**config.mk**
```make
export PLATFORM = sky130hd
export DESIGN_NAME = steer_unit
export DESIGN_NICKNAME = d
export VERILOG_FILES = /design/src/rtl/steer_pkg.sv /design/src/rtl/steer_sync.sv /design/src/rtl/steer_shadow.sv /design/src/rtl/steer_pin.sv /design/src/rtl/steer_unit.sv
export SDC_FILE = /design/constraint.sdc
export NUM_CORES = 1
export LEC_CHECK = 0
export BUFFER_PORTS_ARGS = -buffer_cell sky130_fd_sc_hd__buf_2
export CAP_MARGIN = 20
export CORE_MARGIN = 2
export CORE_UTILIZATION = 52
export DETAILED_ROUTE_END_ITERATION = 8
export HOLD_SLACK_MARGIN = 0.05
export PLACE_DENSITY = 0.82
export SETUP_SLACK_MARGIN = 0.3
export SYNTH_ARGS = -nofsm -noshare
export SYNTH_HDL_FRONTEND = slang
export SYNTH_HIERARCHICAL = 1
export SYNTH_SLANG_ARGS = --single-unit
```
**constraint.sdc**
```tcl
create_clock -name clk -period 3.1 [get_ports clk]
set_input_delay 0.155 -clock clk [delete_from_list [all_inputs] [get_ports clk]]
set_output_delay 0.155 -clock clk [all_outputs]
set_load 0.005 [all_outputs]
```
**src/rtl/steer_pkg.sv**
```systemverilog
package steer_pkg;

    typedef enum logic [2:0] {
        STEER_IMMEDIATE = 3'b000,
        STEER_ON_EDGE   = 3'b001
    } steer_mode_e;

    function automatic logic mode_is_sync(input logic [2:0] m);
        return m[0];
    endfunction

endpackage

```
**src/rtl/steer_sync.sv**
```systemverilog
module steer_sync #(
    parameter int STAGES = 2
) (
    input  logic clk,
    input  logic rst_n,
    input  logic data_in,
    output logic data_s,
    output logic rise
);
    localparam int CHAIN_W = STAGES + 1;

    typedef struct packed {
        logic [CHAIN_W-1:0] chain;
    } sync_state_t;

    sync_state_t st_d, st_q;

    always_comb begin
        st_d       = st_q;
        st_d.chain = {st_q.chain[CHAIN_W-2:0], data_in};
    end

    always_ff @(posedge clk) begin
        if (!rst_n) st_q <= '0;
        else        st_q <= st_d;
    end

    assign data_s = st_q.chain[STAGES-1];
    assign rise   = st_q.chain[STAGES-1] & ~st_q.chain[STAGES];

    // An edge needs a low sample before it, so two edges cannot be back to back.
    p_rise_gap_r7: assert property (@(posedge clk) disable iff (!rst_n)
        rise |=> !rise);

endmodule

```
**src/rtl/steer_shadow.sv**
```systemverilog
module steer_shadow #(
    parameter int NUM_PINS = 4
) (
    input  logic                clk,
    input  logic                rst_n,
    input  logic                sync_mode,
    input  logic                rise,
    input  logic                we,
    input  logic [NUM_PINS-1:0] wdata,
    output logic [NUM_PINS-1:0] act_d_o,
    output logic [NUM_PINS-1:0] act_q_o
);
    typedef struct packed {
        logic [NUM_PINS-1:0] act;
        logic [NUM_PINS-1:0] shd;
    } shadow_state_t;

    shadow_state_t st_d, st_q;

    always_comb begin
        st_d = st_q;
        if (we) st_d.shd = wdata;
        if (sync_mode) begin
            if (rise) st_d.act = we ? wdata : st_q.shd;
        end else if (we) begin
            st_d.act = wdata;
        end
    end

    always_ff @(posedge clk) begin
        if (!rst_n) st_q <= '0;
        else        st_q <= st_d;
    end

    assign act_d_o = st_d.act;
    assign act_q_o = st_q.act;

    p_async_apply_r6: assert property (@(posedge clk) disable iff (!rst_n)
        (!sync_mode && we) |=> (st_q.act == $past(wdata)));

    p_sync_hold_r7: assert property (@(posedge clk) disable iff (!rst_n)
        (sync_mode && !rise) |=> $stable(st_q.act));

    p_pend_apply_r8: assert property (@(posedge clk) disable iff (!rst_n)
        (sync_mode && rise && !we) |=> (st_q.act == $past(st_q.shd)));

endmodule

```
**src/rtl/steer_pin.sv**
```systemverilog
module steer_pin (
    input  logic clk,
    input  logic rst_n,
    input  logic steer,
    input  logic data,
    input  logic pol,
    input  logic ovr,
    input  logic shdn,
    input  logic lvl,
    output logic pin_q_o
);
    typedef struct packed {
        logic pin;
    } pin_state_t;

    pin_state_t st_d, st_q;

    always_comb begin
        st_d = st_q;
        if (!steer)    st_d.pin = ovr;
        else if (shdn) st_d.pin = lvl;
        else           st_d.pin = data ^ pol;
    end

    always_ff @(posedge clk) begin
        if (!rst_n) st_q <= '0;
        else        st_q <= st_d;
    end

    assign pin_q_o = st_q.pin;

    p_ovr_hold_r2: assert property (@(posedge clk) disable iff (!rst_n)
        ($past(rst_n) && !$past(steer)) |-> (st_q.pin == $past(ovr)));

    p_shdn_lvl_r9: assert property (@(posedge clk) disable iff (!rst_n)
        ($past(rst_n) && $past(steer) && $past(shdn)) |-> (st_q.pin == $past(lvl)));

    p_follow_r4: assert property (@(posedge clk) disable iff (!rst_n)
        ($past(rst_n) && $past(steer) && !$past(shdn)) |-> (st_q.pin == ($past(data) ^ $past(pol))));

endmodule

```
**src/rtl/steer_unit.sv**
```systemverilog
module steer_unit #(
    parameter int NUM_PINS    = 4,
    parameter int SYNC_STAGES = 2
) (
    input  logic                clk,
    input  logic                rst_n,
    input  logic                data_in,
    input  logic [2:0]          mode,
    input  logic                steer_we,
    input  logic [NUM_PINS-1:0] steer_wdata,
    input  logic [NUM_PINS-1:0] pol,
    input  logic [NUM_PINS-1:0] ovr,
    input  logic                shdn,
    input  logic [NUM_PINS-1:0] shdn_lvl,
    output logic [NUM_PINS-1:0] pin_out
);
    import steer_pkg::*;

    logic                data_s;
    logic                rise;
    logic                sync_mode;
    logic [NUM_PINS-1:0] act_d;
    logic [NUM_PINS-1:0] act_q;

    assign sync_mode = mode_is_sync(mode);

    steer_sync #(.STAGES(SYNC_STAGES)) u_sync (
        .clk     (clk),
        .rst_n   (rst_n),
        .data_in (data_in),
        .data_s  (data_s),
        .rise    (rise)
    );

    steer_shadow #(.NUM_PINS(NUM_PINS)) u_shadow (
        .clk       (clk),
        .rst_n     (rst_n),
        .sync_mode (sync_mode),
        .rise      (rise),
        .we        (steer_we),
        .wdata     (steer_wdata),
        .act_d_o   (act_d),
        .act_q_o   (act_q)
    );

    for (genvar i = 0; i < NUM_PINS; i++) begin : g_pin
        steer_pin u_pin (
            .clk     (clk),
            .rst_n   (rst_n),
            .steer   (act_d[i]),
            .data    (data_s),
            .pol     (pol[i]),
            .ovr     (ovr[i]),
            .shdn    (shdn),
            .lvl     (shdn_lvl[i]),
            .pin_q_o (pin_out[i])
        );
    end

    // Pins that are not steered ignore shutdown.
    p_shdn_scope_r2: assert property (@(posedge clk) disable iff (!rst_n)
        ($past(rst_n) && $past(shdn)) |-> ((pin_out & ~act_q) == ($past(ovr) & ~act_q)));

endmodule

```
### Word-level counts from Yosys, hierarchy flattened

Cells that the tools add are included.
Widths: inputs -> output; s select.

| storage, ports and cells | value |
|---|---|
| bits in writable memories | 0 |
| bits in read-only memories | 0 |
| latch bits | 0 |
| output and inout bits | 4 |
| memories kept | 0 |
| bits of input ports | 24 |
| register bits | 15 |
| logic and storage cells | 25 |

| operators by class | value |
|---|---|
| multiply operators | 0 |
| div/mod/pow operators | 0 |
| reductions and logical operators | 0 |
| order comparisons | 0 |
| multiplexer cells | 12 |
| add/subtract/negate cells | 0 |
| eq/ne operators | 0 |
| shifts and indexed selects | 0 |
| bitwise gates (word level) | 6 |

Operators by type and width:

| operator | number |
|---|---|
| $mux 4 | 4 |
| $mux 1 | 8 |
| $xor 1x1->1 | 4 |
| $and 1x1->1 | 1 |
| $not 1->1 | 1 |

### Logic depth before layout (Yosys ltp)

Gate-level depths: netlist of the first run.

| logic depth | value |
|---|---|
| word-level depth | 5 |
| depth in mapped cells | 7 |
| depth with buffers taken out | 6 |

### Hierarchy

The synthesis of the first run kept the hierarchy.

By module, submodules not included:

| module | area an instance (um^2) | cells each | instances | seq. area each (um^2) |
|---|---|---|---|---|
| steer_shadow | 545.5 | 57 | 1 | 160.2 |
| steer_pin | 55.1 | 6 | 4 | 20.0 |
| steer_sync | 92.6 | 7 | 1 | 60.1 |

### Worst setup path after synthesis of the first run

OpenSTA, ideal clock, no wires.

| timing | value |
|---|---|
| path type | flip-flop to flip-flop |
| start point | register u_sync/st_q[1] in the netlist's numbering |
| end point | register g_pin[1].u_pin.st_q |
| arrival | 1395 ps |
| slack | 1610 ps |
| path buffers | 1 |
| clock period less this slack | 1490 ps |
| setup time | 95 ps |
| required time | 3005 ps |
| cell stages (with the launch flop) | 8 |
| cell sequence | dfxtp_1 nor2b_4 and2b_4 nor3_2 nor3_1 buf_4 nand3b_1 o311ai_1 |

RTL lines:

| what | RTL line | RTL |
|---|---|---|
| start, declared | steer_sync.sv:16 | `sync_state_t st_d, st_q;` |
| start signal, assigned | steer_sync.sv:25 | `else st_q <= st_d;` |
| end signal, assigned | steer_pin.sv:27 | `else st_q <= st_d;` |
| end, declared | steer_pin.sv:16 | `pin_state_t st_d, st_q;` |

### Worst setup path in the final report of the first run

| timing | value |
|---|---|
| start point | register u_sync/st_q[1] in the netlist's numbering |
| end point | register g_pin[1].u_pin.st_q |

| between the ends | value |
|---|---|
| longest elaborated chain between the ends | 4 |
| elaborated cells between the ends (all ways) | 6 |
| those cells by class | mux (4); bitwise (2) |

RTL lines:

| what | RTL line | RTL |
|---|---|---|
| $and 1x1->1 | steer_sync.sv:29 | `assign rise = st_q.chain[STAGES-1] & ~st_q.chain[STAGES];` |
| named net rise | steer_unit.sv:20 | `logic rise;` |
| $mux 4 | steer_shadow.sv:24 | `if (rise) st_d.act = we ? wdata : st_q.shd;` |
| $mux 4 | steer_shadow.sv:23 | `if (sync_mode) begin` |
| named net act_d[1] | steer_unit.sv:22 | `logic [NUM_PINS-1:0] act_d;` |
| $mux 1 | steer_pin.sv:20 | `if (!steer) st_d.pin = ovr;` |

The timed path passes the listed nets, and every way through them passes these cells.
A chain may end at the register's enable or synchronous reset.

==> run_results.csv, run 1 <==
group,metric,value,unit
grt,antenna_found_initial,0,
worst_setup_path,slowest_stage_delay_cp,0.48,ns
worst_setup_path,worst-endpoint-required,3.31,ns
route,drt-vias-per-instance,5.331,
layout,insertedDiodeCount,0,
route,avgRoutedWirePerCell,12.14,um
sta,finalCriticalPeriod,1.710,ns
sta,worst_clk_skew,0.008826,ns
logic_synthesis,post_syn_area_per_cell,9.861,um2
sta,maxClockFrequency,0.5849,GHz
worst_setup_path,r2r_end,"g_pin[1].u_pin/pin_q_o",
worst_setup_path,cp.arrival,1.92,ns
floorplan,dieArea,1928,um2
logic_synthesis,synth_fp_nets,108,
sta,hold_viol_final,0,
clocking,register_clock_pin_slew_on_the_reported_worst_setup_and_hold_paths,0.10,ns
layout,fraction_of_final_layout_cells_with_drive_strength_greater_than_1,0.4074,
logic_synthesis,synthesis.yosys.warnings,6,
route,drt.antenna.violating_nets,0,
sta,timing.final.ws_setup,1.390,ns
place,port_buffers,25,
clocking,tritoncts_clock_tree,"done",
floorplan,chipWidth,43.91,um
floorplan,rows,14,
clocking,cts_buffers,3,
clocking,clock_tree.buffer_depth,2,
layout,finalInstanceArea,965.9,um2
floorplan,pin_count,28,
floorplan,die_height,43.91,um
route,drtIter0Drc,2,
route,wirelength,1505,um
min_path,hold_path_startpoint,"ovr[2]",
route,drt_drc_violations_left,0,
sta,setup_viol,0,
route,number_of_detailed_route_iterations_in_the_first_pass,4,
layout,area.growth.synth_to_final,16.62,%
sta,fin_crit_sh,0.5516,
place,place_worst_setup_slack,1.401,ns
min_path,holdPathEnd,"g_pin[2].u_pin/pin_q_o",
worst_setup_path,reg2reg_setup_slack,1.39,ns
clocking,h-tree-depth,1,
run_status,outcome,"completed",
sta,finalMaxSlewViolations,0,
power,power-per-cell-area,429.8,nW/um2
grt,grt_use_total,0.1814,
worst_setup_path,crit_fanout,6,
run,max_cap_violations,0,
clocking,clock_latency,0.29,ns
logic_synthesis,netlist_instances,84,
power,vdd_drop_max,305.6,uV
layout,num-fill-cells,141,
clocking,cts_root_buffer,"sky130_fd_sc_hd__clkbuf_4",
logic_synthesis,post_synth_instance_area,828.3,um2
clocking,cts_resized,0,
place,post_place_cell_area,928.4,um2
power,power_leakage,0.3916,nW
place,place_hpwl,1098,um
floorplan,core_area,1506,um2
worst_setup_path,worst_setup_path_end_kind,"flop",
grt,grt_start_max_net_pins,24,
worst_setup_path,cp_slowest_cell,"sky130_fd_sc_hd__dfxtp_1",
grt,first_global_vias,629,
grt,grt_first_pass_wirelength,2511,um
worst_setup_path,r2r_start,"u_sync/st_q[1]",
worst_setup_path,ff2ff_path_depth,6,
sta,setup_total_negative_slack,0,ns
min_path,min_path_type,"input port to flop",
floorplan,start_util,0.5498,
min_path,timing.hold.worst_path_depth,3,
worst_setup_path,worstSetupStartpoint,"u_sync/st_q[1]",
clocking,cts.repair_timing.setup_buffer_count,0,
layout,net_count_of_the_finished_layout,133,
sta,rsz0062_at_grt,"false",
worst_setup_path,setup.worst_path.class,"flop to flop",
route,vias,661,
worst_setup_path,cp_top_family,"simple AND/OR/NAND/NOR gates",
power,post-layout-total-power,0.4152,mW
worst_setup_path,critPathLaunchType,"flop",
worst_setup_path,timing.critical_path.cells,"nor2b_4 > nand2b_1 > nor2_1 > nor3_1 > nand2_1 > o311ai_1",
worst_setup_path,critical_path_depth,6,
sta,max-slew-margin-rel,0.7618,
place,routabilityCongestion,0.7607,
worst_setup_path,worst-path-buf-inv,0,
sta,worst_margin_slew,0.3546,ns
grt,gr-total-overflow,0,
clocking,cts_num_sinks,15,
-- repair_timing --
action                                  4_1_cts  5_1_grt
hold buffers                                  1        0
hold endpoints to repair                      1        0
endpoints found under the setup margin        0        0
-- layout by cell type, fill, tap and decap left out --
| master | count |
|---|---|
| sky130_fd_sc_hd__nor4b_2 | 4 |
| sky130_fd_sc_hd__nor3_1 | 4 |
| sky130_fd_sc_hd__nor2b_1 | 4 |
| sky130_fd_sc_hd__buf_2 | 25 |
| sky130_fd_sc_hd__nand4_1 | 4 |
| sky130_fd_sc_hd__nor2_1 | 4 |
| sky130_fd_sc_hd__dlygate4sd3_1 | 1 |
| sky130_fd_sc_hd__and2_1 | 3 |
| sky130_fd_sc_hd__xnor2_1 | 4 |
| sky130_fd_sc_hd__dfxtp_1 | 15 |
| sky130_fd_sc_hd__nand2_1 | 4 |
| sky130_fd_sc_hd__or2_1 | 4 |
| sky130_fd_sc_hd__o311ai_1 | 4 |
| sky130_fd_sc_hd__nor3_2 | 4 |
| sky130_fd_sc_hd__nor2b_4 | 1 |
| sky130_fd_sc_hd__clkinv_2 | 1 |
| sky130_fd_sc_hd__nand3b_1 | 8 |
| sky130_fd_sc_hd__mux2i_1 | 4 |
| sky130_fd_sc_hd__and2b_4 | 1 |
| sky130_fd_sc_hd__a21oi_2 | 4 |
| sky130_fd_sc_hd__inv_2 | 1 |
| sky130_fd_sc_hd__clkbuf_4 | 3 |
| sky130_fd_sc_hd__nand2b_1 | 1 |
-- worst max-delay path by stage --
stage	end	slack [ns]
after floorplan	g_pin[1].u_pin/pin_q_o	1.61
after global placement	g_pin[0].u_pin/pin_q_o	1.43
after detailed placement	g_pin[1].u_pin/pin_q_o	1.40
after CTS	g_pin[1].u_pin/pin_q_o	1.38
after global routing	g_pin[1].u_pin/pin_q_o	1.15
final	g_pin[1].u_pin/pin_q_o	1.39
-- area by class of cell --
cell class                 count  area [um2]  area share
clock buffer                   3       22.52     0.02332
clock inverter                 1       5.005    0.005181
inverter                       1       3.754    0.003886
multi-input combinational     62       479.2      0.4961
sequential                    15       300.3      0.3109
tap                           16       20.02     0.02073
timing repair buffer          26       135.1      0.1399
-- power breakdown --
part | leakage (nW) | switching (mW) | internal [mW]
Combinational | 0.250 | 0.0421 | 0.0438
Sequential | 0.124 | 0.00610 | 0.207
Clock | 0.0177 | 0.0678 | 0.0480
-- state kept, by name, summed over array words and instances, names as in the netlist --
name / flops
g_pin.u_pin/pin_q_o: 4
u_shadow/act_q_o: 4
u_shadow/st_q: 4
u_sync/st_q: 3
-- stage by stage --
stage                     utilization  instances  hold WS, ns
after floorplan                     -         84       0.2767
after global placement         0.6163        119       0.3539
after detailed placement       0.6163        119       0.3595
after CTS                      0.6412        124      0.09449
after global routing           0.6412        124       0.1199
final                          0.6412        124      0.09872
-- routing by layer --
metal  GRT usage  share of wire
met3     0.04167          0.066
met5           0              0
met2      0.3000           0.44
met4      0.1091          0.021
met1      0.2108           0.47
-- tightest hold or removal path: stages --
cell,delay [ns]
sky130_fd_sc_hd__buf_2,0.08
sky130_fd_sc_hd__nand3b_1,0.07
sky130_fd_sc_hd__o311ai_1,0.06
Power figures use the tool's default switching activity.
==> inputs of run 2 (changes only) <==
--- a/config.mk
+++ b/config.mk
@@ -5,13 +5,14 @@
 export SDC_FILE = /design/constraint.sdc
 export NUM_CORES = 1
 export LEC_CHECK = 0
+export ABC_AREA = 1
 export BUFFER_PORTS_ARGS = -buffer_cell sky130_fd_sc_hd__buf_2
 export CAP_MARGIN = 20
 export CORE_MARGIN = 2
-export CORE_UTILIZATION = 52
+export CORE_UTILIZATION = 47
 export DETAILED_ROUTE_END_ITERATION = 8
 export HOLD_SLACK_MARGIN = 0.05
-export PLACE_DENSITY = 0.82
+export PLACE_DENSITY = 0.76
 export SETUP_SLACK_MARGIN = 0.3
 export SYNTH_ARGS = -nofsm -noshare
 export SYNTH_HDL_FRONTEND = slang
==> constraint.sdc (replaced) <==
create_clock -name clk -period 1.6 [get_ports clk]
set_input_delay 0.08 -clock clk [delete_from_list [all_inputs] [get_ports clk]]
set_output_delay 0.08 -clock clk [all_outputs]
set_load 0.005 [all_outputs]
==> run_results.csv, run 2 <==
group,metric,value,unit
run_status,outcome,"completed",
route,vias,773,
route,drt-vias-per-instance,4.862,
sta,setup_total_negative_slack,0,ns
clocking,cts_root_buffer,"sky130_fd_sc_hd__clkbuf_4",
logic_synthesis,netlist_instances,115,
sta,worst_clk_skew,0.007846,ns
route,wirelength,1579,um
worst_setup_path,worst_setup_path_end_kind,"flop",
clocking,clock_latency,0.29,ns
worst_setup_path,worst-endpoint-required,1.82,ns
route,drt_drc_violations_left,0,
layout,layout.cells.most_common,"sky130_fd_sc_hd__nand2_1",
layout,most_frequent_cells_in_the_layout,"34 x sky130_fd_sc_hd__nand2_1, 25 x sky130_fd_sc_hd__buf_2, 17 x sky130_fd_sc_hd__inv_1",
worst_setup_path,cp.arrival,1.49,ns
layout,final_core_utilization,0.6429,
grt,grt_use_total,0.1808,
logic_synthesis,synth_fp_nets,139,
floorplan,start_util,0.4966,
layout,insertedDiodeCount,0,
worst_setup_path,crit_fanout,7,
sta,finalMaxSlewViolations,0,
grt,antenna_found_initial,0,
place,place_worst_setup_slack,0.2550,ns
min_path,min_path_type,"input port to flop",
grt,first_global_vias,659,
grt,grt_first_pass_wirelength,2484,um
sta,setup_viol,0,
sta,timing.final.ws_setup,0.3266,ns
sta,max-slew-margin-rel,0.8289,
min_path,hold_path_startpoint,"shdn_lvl[1]",
worst_setup_path,worstSetupStartpoint,"u_sync/st_q[1]",
sta,hold_viol_final,0,
place,routabilityCongestion,0.7590,
floorplan,rows,14,
worst_setup_path,critPathLaunchType,"flop",
clocking,cts_buffers,3,
logic_synthesis,post_synth_instance_area,739.5,um2
route,avgRoutedWirePerCell,9.931,um
route,drt.antenna.violating_nets,0,
sta,finalCriticalPeriod,1.273,ns
route,drtIter0Drc,7,
layout,area.growth.synth_to_final,29.44,%
clocking,tritoncts_clock_tree,"done",
grt,grt_start_max_net_pins,10,
worst_setup_path,r2r_start,"u_sync/st_q[1]",
worst_setup_path,setup.worst_path.class,"flop to flop",
sta,maxClockFrequency,0.7853,GHz
floorplan,core_area,1489,um2
place,place_hpwl,1140,um
clocking,cts_num_sinks,15,
sta,rsz0062_at_grt,"true",
floorplan,dieArea,1907,um2
sta,fin_crit_sh,0.7959,
logic_synthesis,post_syn_area_per_cell,6.430,um2
layout,num-fill-cells,151,
power,post-layout-total-power,0.7648,mW
sta,worst_margin_slew,0.2563,ns
place,place.detailed.instances,152,
layout,fraction_of_final_layout_cells_with_drive_strength_greater_than_1,0.3217,
power,vdd_drop_max,610.2,uV
floorplan,die_height,43.67,um
logic_synthesis,synthesis.yosys.warnings,6,
clocking,clock_tree.buffer_depth,2,
layout,final_cells,159,
power,power-per-cell-area,799.1,nW/um2
clocking,register_clock_pin_slew_on_the_reported_worst_setup_and_hold_paths,0.09,ns
grt,gr-total-overflow,0,
floorplan,pin_count,28,
route,number_of_detailed_route_iterations_in_the_first_pass,3,
layout,net_count_of_the_finished_layout,168,
power,power_leakage,0.5128,nW
clocking,h-tree-depth,1,
floorplan,chipWidth,43.67,um
place,port_buffers,25,
run,max_cap_violations,0,
run 2: critical path, cell delays in order, from the launching register on:
cell and delay [ns]:
sky130_fd_sc_hd__dfxtp_2 0.34, sky130_fd_sc_hd__inv_2 0.04, sky130_fd_sc_hd__nor2_4 0.21, sky130_fd_sc_hd__buf_6 0.14, sky130_fd_sc_hd__nand3_2 0.07, sky130_fd_sc_hd__nand2_2 0.08
sky130_fd_sc_hd__nand2_2 0.06, sky130_fd_sc_hd__a21boi_2 0.15, sky130_fd_sc_hd__a21oi_1 0.11
run 2: final cells by class:
type / instances / area, um2 / share of cell area
multi-input combinational: 76 / 371.6 / 0.3882
sequential: 15 / 301.5 / 0.3150
timing repair buffer: 29 / 165.2 / 0.1725
inverter: 19 / 71.32 / 0.07451
clock buffer: 3 / 22.52 / 0.02353
tap: 16 / 20.02 / 0.02092
clock inverter: 1 / 5.005 / 0.005229
run 2: repair_timing:
item                                    4_1_cts  5_1_grt
gates resized for setup                       1       19
hold buffers                                  1        0
setup buffers                                 0        2
pin swaps                                     0       13
hold endpoints to repair                      1        0
endpoints found under the setup margin        4        4
run 2: stage by stage:
stage               hold WS, ns  cell area, um2
global placement         0.2547           858.3
global route            0.06170           957.2
floorplan                0.1734           743.2
CTS                     0.05062           900.9
finish                  0.05888           957.2
detailed placement       0.2662           858.3
run 2: power by group:
part	switching [mW]	internal, mW	leakage, nW	total (mW)
Clock	0.122	0.0930	0.0177	0.215
Combinational	0.0779	0.0672	0.371	0.145
Sequential	0.00736	0.397	0.124	0.404
Total	0.208	0.557	0.513	0.765
run 2: final timing paths:
kind	slack [ns]	end	depth (start not counted)
worst max-delay path	0.33	g_pin[2].u_pin/pin_q_o	8
worst min-delay path	0.06	g_pin[1].u_pin/pin_q_o	3
worst max register to register	0.33	g_pin[2].u_pin/pin_q_o	8
worst min register to register	0.42	u_sync/st_q[1]	2
run 2: routing by layer:
metal	vias up	part of all wire	wire [um]	global-route usage
met2	12	0.52	826	0.3088
met5	-	0	0	0
li1	410	-	-	-
met1	346	0.42	665	0.1886
met3	5	0.039	61	0.07500
met4	0	0.016	25	0.09091
